===== config.mk =====
export PLATFORM = sky130hd
export DESIGN_NAME = addr_wait_buffer
export DESIGN_NICKNAME = d
export VERILOG_FILES = /design/src/rtl/awb_pkg.sv /design/src/rtl/awb_slot.sv /design/src/rtl/awb_oldest.sv /design/src/rtl/addr_wait_buffer.sv
export SDC_FILE = /design/constraint.sdc
export NUM_CORES = 1
export LEC_CHECK = 0
export ABC_AREA = 1
export BUFFER_PORTS_ARGS = -buffer_cell sky130_fd_sc_hd__buf_2
export CAP_MARGIN = 30
export CORE_MARGIN = 2
export CORE_UTILIZATION = 63
export DETAILED_ROUTE_END_ITERATION = 8
export GPL_ROUTABILITY_DRIVEN = 0
export GPL_TIMING_DRIVEN = 0
export MAX_ROUTING_LAYER = met4
export PLACE_DENSITY = 0.82
export SYNTH_ARGS = -nofsm -noshare
export SYNTH_HDL_FRONTEND = slang
export SYNTH_HIERARCHICAL = 1
export SYNTH_SLANG_ARGS = --single-unit

===== constraint.sdc =====
create_clock -name clk -period 3.6 [get_ports clk]
set_input_delay 0.18 -clock clk [delete_from_list [all_inputs] [get_ports clk]]
set_output_delay 0.18 -clock clk [all_outputs]
set_load 0.03 [all_outputs]

===== src/rtl/awb_pkg.sv =====
package awb_pkg;
    typedef enum logic [1:0] {
        SLOT_FREE,
        SLOT_WAIT,
        SLOT_WOKEN
    } slot_st_t;

    typedef enum logic [1:0] {
        MV_KEEP,
        MV_SHIFT,
        MV_LOAD,
        MV_CLEAR
    } slot_mv_t;
endpackage


===== src/rtl/awb_slot.sv =====
module awb_slot
    import awb_pkg::*;
#(
    parameter int AW = 16,
    parameter int DW = 32
) (
    input  logic          clk,
    input  logic          rst_n,
    input  slot_mv_t      mv,
    input  slot_st_t      up_st,
    input  logic [AW-1:0] up_addr,
    input  logic [DW-1:0] up_data,
    input  logic [AW-1:0] new_addr,
    input  logic [DW-1:0] new_data,
    input  logic          wake_valid,
    input  logic [AW-1:0] wake_addr,
    output slot_st_t      st,
    output logic [AW-1:0] addr,
    output logic [DW-1:0] data
);
    slot_st_t      st_q, st_d, src_st;
    logic [AW-1:0] addr_q, addr_d, src_addr;
    logic [DW-1:0] data_q, data_d, src_data;

    always_ff @(posedge clk) begin
        if (!rst_n) begin
            st_q   <= SLOT_FREE;
            addr_q <= '0;
            data_q <= '0;
        end else begin
            st_q   <= st_d;
            addr_q <= addr_d;
            data_q <= data_d;
        end
    end

    always_comb begin
        src_st   = (mv == MV_SHIFT) ? up_st   : st_q;
        src_addr = (mv == MV_SHIFT) ? up_addr : addr_q;
        src_data = (mv == MV_SHIFT) ? up_data : data_q;
        st_d     = st_q;
        addr_d   = addr_q;
        data_d   = data_q;
        unique case (mv)
            MV_KEEP, MV_SHIFT: begin
                addr_d = src_addr;
                data_d = src_data;
                if (src_st == SLOT_WAIT && wake_valid && src_addr == wake_addr)
                    st_d = SLOT_WOKEN;
                else
                    st_d = src_st;
            end
            MV_LOAD: begin
                st_d   = SLOT_WAIT;
                addr_d = new_addr;
                data_d = new_data;
            end
            MV_CLEAR: st_d = SLOT_FREE;
            default:  st_d = st_q;
        endcase
    end

    assign st   = st_q;
    assign addr = addr_q;
    assign data = data_q;
endmodule


===== src/rtl/awb_oldest.sv =====
module awb_oldest #(
    parameter int DEPTH = 8,
    parameter int IW    = 3
) (
    input  logic [DEPTH-1:0] woken,
    output logic             found,
    output logic [IW-1:0]    idx
);
    always_comb begin
        found = 1'b0;
        idx   = '0;
        for (int i = DEPTH - 1; i >= 0; i--) begin
            if (woken[i]) begin
                found = 1'b1;
                idx   = IW'(i);
            end
        end
    end
endmodule


===== src/rtl/addr_wait_buffer.sv =====
module addr_wait_buffer
    import awb_pkg::*;
#(
    parameter int AW    = 16,
    parameter int DW    = 32,
    parameter int DEPTH = 8
) (
    input  logic          clk,
    input  logic          rst_n,
    input  logic          park_valid,
    input  logic [AW-1:0] park_addr,
    input  logic [DW-1:0] park_data,
    output logic          park_ready,
    input  logic          wake_valid,
    input  logic [AW-1:0] wake_addr,
    input  logic          in_valid,
    input  logic [AW-1:0] in_addr,
    input  logic [DW-1:0] in_data,
    output logic          in_ready,
    output logic          out_valid,
    output logic [AW-1:0] out_addr,
    output logic [DW-1:0] out_data,
    output logic          out_replay,
    input  logic          out_ready
);
    localparam int IW = (DEPTH > 1) ? $clog2(DEPTH) : 1;
    localparam int CW = $clog2(DEPTH + 1);

    slot_st_t      st     [DEPTH];
    logic [AW-1:0] sa     [DEPTH];
    logic [DW-1:0] sd     [DEPTH];
    slot_st_t      up_st  [DEPTH];
    logic [AW-1:0] up_a   [DEPTH];
    logic [DW-1:0] up_d   [DEPTH];
    slot_mv_t      mv     [DEPTH];
    logic [DEPTH-1:0] woken;

    logic [CW-1:0] cnt_q, cnt_d, base;
    logic          rep_any, push, pop;
    logic [IW-1:0] rep_idx;

    for (genvar i = 0; i < DEPTH; i++) begin : g_slot
        if (i < DEPTH - 1) begin : g_up
            assign up_st[i] = st[i+1];
            assign up_a[i]  = sa[i+1];
            assign up_d[i]  = sd[i+1];
        end else begin : g_top
            assign up_st[i] = SLOT_FREE;
            assign up_a[i]  = '0;
            assign up_d[i]  = '0;
        end
        assign woken[i] = (st[i] == SLOT_WOKEN);
        awb_slot #(.AW(AW), .DW(DW)) u_slot (
            .clk        (clk),
            .rst_n      (rst_n),
            .mv         (mv[i]),
            .up_st      (up_st[i]),
            .up_addr    (up_a[i]),
            .up_data    (up_d[i]),
            .new_addr   (park_addr),
            .new_data   (park_data),
            .wake_valid (wake_valid),
            .wake_addr  (wake_addr),
            .st         (st[i]),
            .addr       (sa[i]),
            .data       (sd[i])
        );
    end

    awb_oldest #(.DEPTH(DEPTH), .IW(IW)) u_oldest (
        .woken (woken),
        .found (rep_any),
        .idx   (rep_idx)
    );

    assign park_ready = (cnt_q != CW'(DEPTH));
    assign push       = park_valid && park_ready;
    assign pop        = rep_any && out_ready;
    assign base       = cnt_q - CW'(pop);
    assign cnt_d      = cnt_q + CW'(push) - CW'(pop);

    always_comb begin
        for (int i = 0; i < DEPTH; i++) begin
            logic src_ok, shift;
            shift  = pop && (i >= int'(rep_idx));
            src_ok = shift ? ((i + 1) < int'(cnt_q)) : (i < int'(cnt_q));
            if (src_ok)
                mv[i] = shift ? MV_SHIFT : MV_KEEP;
            else if (push && i == int'(base))
                mv[i] = MV_LOAD;
            else
                mv[i] = MV_CLEAR;
        end
    end

    always_ff @(posedge clk) begin
        if (!rst_n) cnt_q <= '0;
        else        cnt_q <= cnt_d;
    end

    always_comb begin
        out_replay = rep_any;
        out_valid  = rep_any || in_valid;
        out_addr   = rep_any ? sa[rep_idx] : in_addr;
        out_data   = rep_any ? sd[rep_idx] : in_data;
        in_ready   = out_ready && !rep_any;
    end
endmodule


==> metrics, run 1 <==
post-synthesis register bit count=between 400 and 500; endpoints failing setup=between 50 and 60; largest cells by area after synthesis=dfxtp_1 27%, nand2_1 21%, a21oi_1 12%; Clock Path Buffers=3; pin count of the biggest net entering global routing=36; nets@finish=between 5000 and 6000; fmax=roughly 260 MHz; Tightest Pin Transition=0.943 ns; Critical Path Fanout Max=8; WHS=around 0.061 ns; RR Endpoint=g_slot[0].u_slot/st[0]$_SDFF_PN0_; leakage power=0.0164 µW; die area=0.0485 mm²; drt initial violations=4437; Initial Util=0.636; pre-CTS setup slack=-0.999 ns; Reg clk slew, reported paths=approximately 0.060 ns; Clock Skew=around 0.018 ns; Cell Area, Synth=slightly below 0.03 mm²; Synth warnings=6; Crit Path Class=reg2reg; CP startpoint=g_slot[7].u_slot/st[1]$_SDFF_PN0_; core area=between 0.04 and 0.05 mm²; post-synthesis sequential area ratio=0.274; setup ws final=-0.222 ns; CTS Buf Count=between 40 and 50; Std-Cell Rows=a little under 80; arrival time at the worst endpoint=around 4.3 ns; Worst R2R Setup Slack=-0.22 ns; clock sinks=404; failing checks=setup timing; hpwl dp=80.6 mm; status=finished, violations left; Register-to-Register Path Depth=25; most common cell after layout, fill and taps aside=nand2_1; fraction of layout cells with a size suffix above 1=0.166; Hold Path Class=in2reg; Final Hold Viols=0; r2r startpoint=g_slot[7].u_slot/st[1]$_SDFF_PN0_; post-route clock period utilization=1.06; drt first pass iters=7; Max Slew Vio Count=0; CTS tree=built; RSZ-0062 raised after global routing=true; I/O Buffers=169; Worst path slowest cell=dfxtp_2; PD cells=about 1100 mW/mm²; Synth Area per Inst=about 5.8 µm²; Synth Instances=5056; CP Launch Type=flip-flop; max-cap viol count=0; Worst-Skew Late Latency=about 0.60 ns; CP max stage delay=0.34 ns; global-route wire length before repair=160 mm; commonest cells after routing, fill and taps aside=1572 x nand2_1, 719 x a21oi_1, 677 x inv_1; Root Driver=clkbuf_16; I/O pin count=170; vias per cell=5.81; Synth top area share=0.274; worst path required time=between 4 and 5 ns; initial antenna violation count=6; Residual DRC=0; Critical Path Sink Type=flip-flop; Die Wd=between 200 and 250 µm; GRT Total Usage=0.435; Max rail drop VDD=~0.61 mV; Via Count=roughly 35000; Cell variety after synth=34; critical path's most frequent cell=nand2_1; fin crit period=3.82 ns; Die Y=roughly 220 µm; H-Tree Level Count=2; total grt overflow=0; synthesis-to-layout area growth=16.3%; post-route ant nets=0; final WL=108 mm; vias in the first global route=roughly 31000; DR WL/cell=between 15 and 20 µm; crit path to=g_slot[0].u_slot/st[0]$_SDFF_PN0_; Max-Slew Margin vs Limit=0.371; cell taking the most area after synthesis=dfxtp_1
[report_power, final]
part | total (µW) | internal [µW] | switching (µW)
combinational | 24600 | 8810 | 15800
sequential | 7980 | 6290 | 1690
clock | 4870 | 2860 | 2010
[worst min path at each step]
stage,from,depth (start not counted),to
finish,park_addr[11],3,g_slot[0].u_slot/addr[11]$_SDFFE_PN0P_
global route,park_addr[13],3,g_slot[5].u_slot/addr[13]$_SDFFE_PN0P_
CTS,park_addr[9],3,g_slot[4].u_slot/addr[9]$_SDFFE_PN0P_
detailed placement,g_slot[0].u_slot/addr[2]$_SDFFE_PN0P_,2,g_slot[0].u_slot/addr[2]$_SDFFE_PN0P_
global placement,g_slot[0].u_slot/addr[1]$_SDFFE_PN0P_,2,g_slot[0].u_slot/addr[1]$_SDFFE_PN0P_
floorplan,rst_n,2,cnt_q[0]$_SDFF_PN0_
[synthesized netlist by cell type (all sizes together)]
library cell,instances
nand3b,47
o211ai,96
conb,1
inv,709
fa,1
a21oi,726
nor2,332
dfxtp,404
o21ai,154
buf,203
a221oi,16
a31oi,19
nor3b,1
clkbuf,92
nand3,256
ha,38
and2,8
o21bai,1
nand4,12
nor3,1
nand2,1633
or2,306
[routing by layer]
| metal | part of all wire | up-vias | GRT usage |
|---|---|---|---|
| met1 | 0.36 | 15700 | 0.486 |
| li1 | - | 16500 | - |
| met2 | 0.44 | 2062 | 0.679 |
| met4 | 0.11 | 0 | 0.380 |
| met5 | 0 | - | - |
| met3 | 0.097 | 744 | 0.0682 |
[repair_timing]
action	4_1_cts	5_1_grt
hold endpoints to repair	13	0
setup buffers	13	33
gates cloned	2	2
gates resized for setup	90	263
hold buffers	4	0
pin swaps	28	102
setup endpoints to repair	448	437
[logic make-up (layout without fill, tap and decap cells)]
kind of cell | Yosys count | after routing | share of synthesized area
other cells | 1 | 61 | 0.000127
flops | 404 | 404 | 0.274
buf+inv | 1004 | 1298 | 0.148
compound gates | 1012 | 1012 | 0.184
simple gates | 2596 | 2596 | 0.376
fa+ha+maj | 39 | 39 | 0.0168
[state kept, by name, summed over array words and instances, names as in the netlist]
signal and count:
g_slot.u_slot/data 256, g_slot.u_slot/addr 128, g_slot.u_slot/st 16, cnt_q 4
[worst max-delay path: cells and delay by family, from the launching register on]
| kind | cells | cell delay, ns |
|---|---|---|
| AND/OR/NAND/NOR | 15 | 1.79 |
| adder cells (fa/ha/maj) | 3 | 0.69 |
| buffers and inverters | 5 | 0.53 |
| AO/OA/AOI/OAI | 2 | 0.35 |
| flip-flops | 1 | 0.34 |
[through the flow]
step                power [µW]  setup TNS (ns)   util  cells  area [µm²]
global placement         29100         -211.47  0.675   5883       31300
finish                   37400           -2.29  0.739   6017       34300
CTS                      35100               0  0.718   5981       33300
global route             40300          -32.02  0.739   6014       34300
floorplan                24100               0      -   5107       29700
detailed placement       29600         -237.56  0.675   5884       31300
[final cells by class]
| type | count | area [µm²] |
|---|---|---|
| antenna | 9 | 22.5 |
| buffer | 284 | 1830 |
| clock buffer | 68 | 1390 |
| clock inverter | 13 | 149 |
| fill | 4075 | 12100 |
| inverter | 709 | 2750 |
| multi-input combinational | 3699 | 17900 |
| sequential | 404 | 8090 |
| tap | 607 | 759 |
| timing repair buffer | 224 | 1420 |
Note: power is estimated with default switching activity, not from simulation.
==> inputs of run 2 (changes only) <==
--- a/config.mk
+++ b/config.mk
@@ -5,16 +5,15 @@
 export SDC_FILE = /design/constraint.sdc
 export NUM_CORES = 1
 export LEC_CHECK = 0
-export ABC_AREA = 1
 export BUFFER_PORTS_ARGS = -buffer_cell sky130_fd_sc_hd__buf_2
 export CAP_MARGIN = 30
 export CORE_MARGIN = 2
-export CORE_UTILIZATION = 63
+export CORE_UTILIZATION = 62
 export DETAILED_ROUTE_END_ITERATION = 8
 export GPL_ROUTABILITY_DRIVEN = 0
 export GPL_TIMING_DRIVEN = 0
 export MAX_ROUTING_LAYER = met4
-export PLACE_DENSITY = 0.82
+export PLACE_DENSITY = 0.81
 export SYNTH_ARGS = -nofsm -noshare
 export SYNTH_HDL_FRONTEND = slang
 export SYNTH_HIERARCHICAL = 1
==> constraint.sdc (replaced) <==
create_clock -name clk -period 4.3 [get_ports clk]
set_input_delay 0.215 -clock clk [delete_from_list [all_inputs] [get_ports clk]]
set_output_delay 0.215 -clock clk [all_outputs]
set_load 0.03 [all_outputs]
==> run 2 against run 1 <==
The flow finishes with violations (DRC, setup timing). Non-clock buffer count down 87. Final cell count is 36% lower. Area after synthesis is 14% lower. First-iteration DRC count shrank 8.4%. Worst hold slack better by 0.017 ns. Setup slack gained 0.022 ns. Sequential cell count did not move. Routed wire length shrank 12%. Clock skew up 0.0083 ns. Die area decreased by 12%. Critical path type unchanged. Critical endpoint is now g_slot[5].u_slot/data[22]$_SDFFE_PN0P_.
==> metrics, run 2 <==
Hold Path Class=in2reg (unchanged); Residual DRC=9 (was 0); total grt overflow=0 (unchanged); Worst-Skew Late Latency=0.61 ns (was 0.60 ns); commonest cells after routing, fill and taps aside=471 x mux2i_1, 395 x dfxtp_1, 392 x o21ai_0 (was 1572 x nand2_1, 719 x a21oi_1, 677 x inv_1); die area=0.0426 mm² (was 0.0485 mm²); Synth Instances=2986 (was 5056); Die Y=206 µm (was 220 µm); largest cells by area after synthesis=dfxtp_1 32%, mux2i_1 19%, o21ai_0 7.7% (was dfxtp_1 27%, nand2_1 21%, a21oi_1 12%); Post-Route Setup TNS=-5.16 ns (was -2.29 ns); Synth warnings=6 (unchanged); post-synthesis mux area share=0.235 (was 0); arrival time at the worst endpoint=4.99 ns (was 4.28 ns); Die Wd=206 µm (was 220 µm); status=finished, violations left (unchanged); complex-gate fraction of the synthesized area=0.180 (was 0.184); Critical Path Sink Type=flip-flop (unchanged); drt initial violations=4065 (was 4437); cell taking the most area after synthesis=dfxtp_1 (unchanged); CP max stage delay=0.72 ns (was 0.34 ns); Max Slew Vio Count=0 (unchanged); drt first pass iters=9 (was 7); filler cell count=3012 (was 4075); Worst path top cell family by delay=buffers and inverters (was simple AND/OR/NAND/NOR gates); I/O pin count=170 (unchanged); post-route ant nets=0 (unchanged); vias per cell=6.74 (was 5.81); Synth Area per Inst=8.51 µm² (was 5.83 µm²); Std-Cell Rows=74 (was 79); fmax=222 MHz (was 262 MHz); CP Launch Type=flip-flop (unchanged); endpoints failing setup=58 (was 51); commonest cells in the netlist=488 x mux2i_1, 404 x dfxtp_1, 393 x o21ai_0 (was 1623 x nand2_1, 726 x a21oi_1, 685 x inv_1); WL met1=34.1 mm (was 38.3 mm); Tightest Pin Transition=1.06 ns (was 0.943 ns); max-cap viol count=0 (unchanged); initial antenna violation count=8 (was 6); Critical Path Fanout Max=10 (was 8); Synth top area share=0.318 (was 0.274); post-synthesis sequential area ratio=0.318 (was 0.274); most common cell after layout, fill and taps aside=mux2i_1 (was nand2_1); met2 wire len=41.3 mm (was 47.0 mm); CTS Buf Count=45 (unchanged); Async SR Flop Fraction=0 (unchanged); CP cell instances=nor2b_4 -> nor4_2 -> buf_4 -> nand2_4 -> buf_6 -> nand2_8 -> clkinv_4 -> ha_4 -> nand2b_1 -> a21oi_4 -> buf_4 -> nor2_4 -> a311oi_4 -> buf_4 -> inv_1 -> ha_1 -> buf_1 -> o21ai_0 -> and2_1; Clock Skew=0.0267 ns (was 0.0183 ns); RSZ-0062 raised after global routing=true (unchanged); max layer used=met4 (unchanged); setup ws final=-0.200 ns (was -0.222 ns); Cell variety after synth=54 (was 34); core area=0.0406 mm² (was 0.0464 mm²); Reg clk slew, reported paths=0.07 ns (was 0.06 ns); met3 wire length=11.9 mm (was 10.5 mm); adder-cell area share of the yosys netlist=0.0195 (was 0.0168); critical path's most frequent cell=buf_4 (was nand2_1); Buf/Inv on CP=7 (was 5); Worst path slowest cell=ha_1 (was dfxtp_2); clock sinks=404 (unchanged); Reg area=0.00810 mm² (was 0.00809 mm²); Final Hold Viols=0 (unchanged); GRT Total Usage=0.442 (was 0.435); global-route wire length before repair=139 mm (was 160 mm); Clock Path Buffers=3 (unchanged); post-route clock period utilization=1.05 (was 1.06); Initial Util=0.625 (was 0.636); Synth Area in XOR/XNOR=0.0451 (was 0); Cell Area, Synth=0.0254 mm² (was 0.0295 mm²); simple-gate share of the synthesized area=0.147 (was 0.376); DR WL/cell=24.6 µm (was 17.9 µm); fraction of layout cells with a size suffix above 1=0.151 (was 0.166); Crit Path Class=reg2reg (unchanged); H-Tree Level Count=2 (unchanged); Max-Slew Margin vs Limit=0.296 (was 0.371); final WL=94.9 mm (was 108 mm); post-synthesis register bit count=404 (unchanged); CTS tree=built (unchanged); worst path required time=4.79 ns (was 4.06 ns); max FFs per register=256 (unchanged); cts hold-fix bufs=0 (was 4); failing checks=DRC, setup timing (was setup timing); Post-synth top flop=dfxtp_1 (unchanged); nets@finish=3440 (was 5524); I/O Buffers=169 (unchanged); WHS=0.0782 ns (was 0.0609 ns); most frequent cell after synthesis=mux2i_1 (was nand2_1); EDFF count, synth=0 (unchanged); fin crit period=4.50 ns (was 3.82 ns); largest family of logic cells by synthesized area=multiplexers (was simple AND/OR/NAND/NOR gates); hpwl dp=66.1 mm (was 80.6 mm); Root Driver=clkbuf_16 (unchanged); pin count of the biggest net entering global routing=45 (was 36); synthesis-to-layout area growth=16.3% (about the same); footprint of the multi-input gates=0.0168 mm² (was 0.0179 mm²); Via Count=26000 (was 35000); vias in the first global route=24500 (was 31200)
## run 2: changes by cell type in the layout (fill, tap and decap cells not counted), sizes merged, moves of 246 or more
cell and delta:
a21oi -490, or2 -302, mux2i +488, nand2 -1338
nand3 -246, inv -670, and2 +262
## run 2: path summary, 6_finish.rpt
check	cells after the start	slack, ns	endpoint	start
hold / removal	3	0.08	g_slot[3].u_slot/addr[4]$_SDFFE_PN0P_	park_addr[4]
setup / recovery	19	-0.20	g_slot[5].u_slot/data[22]$_SDFFE_PN0P_	g_slot[3].u_slot/st[1]$_SDFF_PN0_
setup reg to reg	19	-0.20	g_slot[5].u_slot/data[22]$_SDFFE_PN0P_	g_slot[3].u_slot/st[1]$_SDFF_PN0_
hold reg to reg	3	0.58	g_slot[0].u_slot/data[18]$_SDFFE_PN0P_	g_slot[0].u_slot/data[18]$_SDFFE_PN0P_
## run 2: area by class of cell
class                      count  share of cell area
inverter                      44             0.00631
timing repair buffer         190              0.0348
clock inverter                15             0.00584
buffer                       231              0.0442
multi-input combinational   2367               0.568
sequential                   404               0.274
clock buffer                  63              0.0434
tap                          532              0.0225
antenna                        8            0.000677
## run 2: what timing repair did
action,CTS,global route
gates resized for setup,96,94
cloned,0,1
buffers inserted,10,9
pin swaps,30,20
endpoints found under the setup margin,400,371
## run 2: metal layers
| layer | up-vias | track usage |
|---|---|---|
| met3 | 624 | 0.130 |
| met4 | 0 | 0.272 |
| li1 | 11200 | - |
| met5 | - | - |
| met2 | 2072 | 0.665 |
| met1 | 12100 | 0.521 |
## run 2: through the flow
step           area, µm²  std cells   util  worst slack, ns
3_5_place_dp       27200       3752  0.669            -1.19
2_1_floorplan      25700       3051      -         -0.00938
5_1_grt            29600       3854  0.727           -0.203
3_3_place_gp       27200       3752  0.669            -1.06
6_report           29600       3854  0.727           -0.200
4_1_cts            29100       3837  0.716          0.00917
## run 2: kinds of logic (layout without fill, tap and decap cells)
group / Yosys count / after routing
muxes: 536 / 536
AOI/OAI and AO/OA: 847 / 847
DFF: 404 / 404
adders and majority gates: 39 / 39
and+or+nand+nor: 748 / 748
buffers and inverters: 280 / 543
other: 1 / 74
xor gates and xnor gates: 131 / 131
## run 2: tightest hold or removal path, delay by kind of cell
| kind | cells | cell delay (ns) |
|---|---|---|
| compound gates | 2 | 0.24 |
| buf+inv | 1 | 0.17 |
Power of run 2 is left out: the tool's default activity adds up to more than one toggle a clock period on the data nets, which glitch-free logic cannot reach.
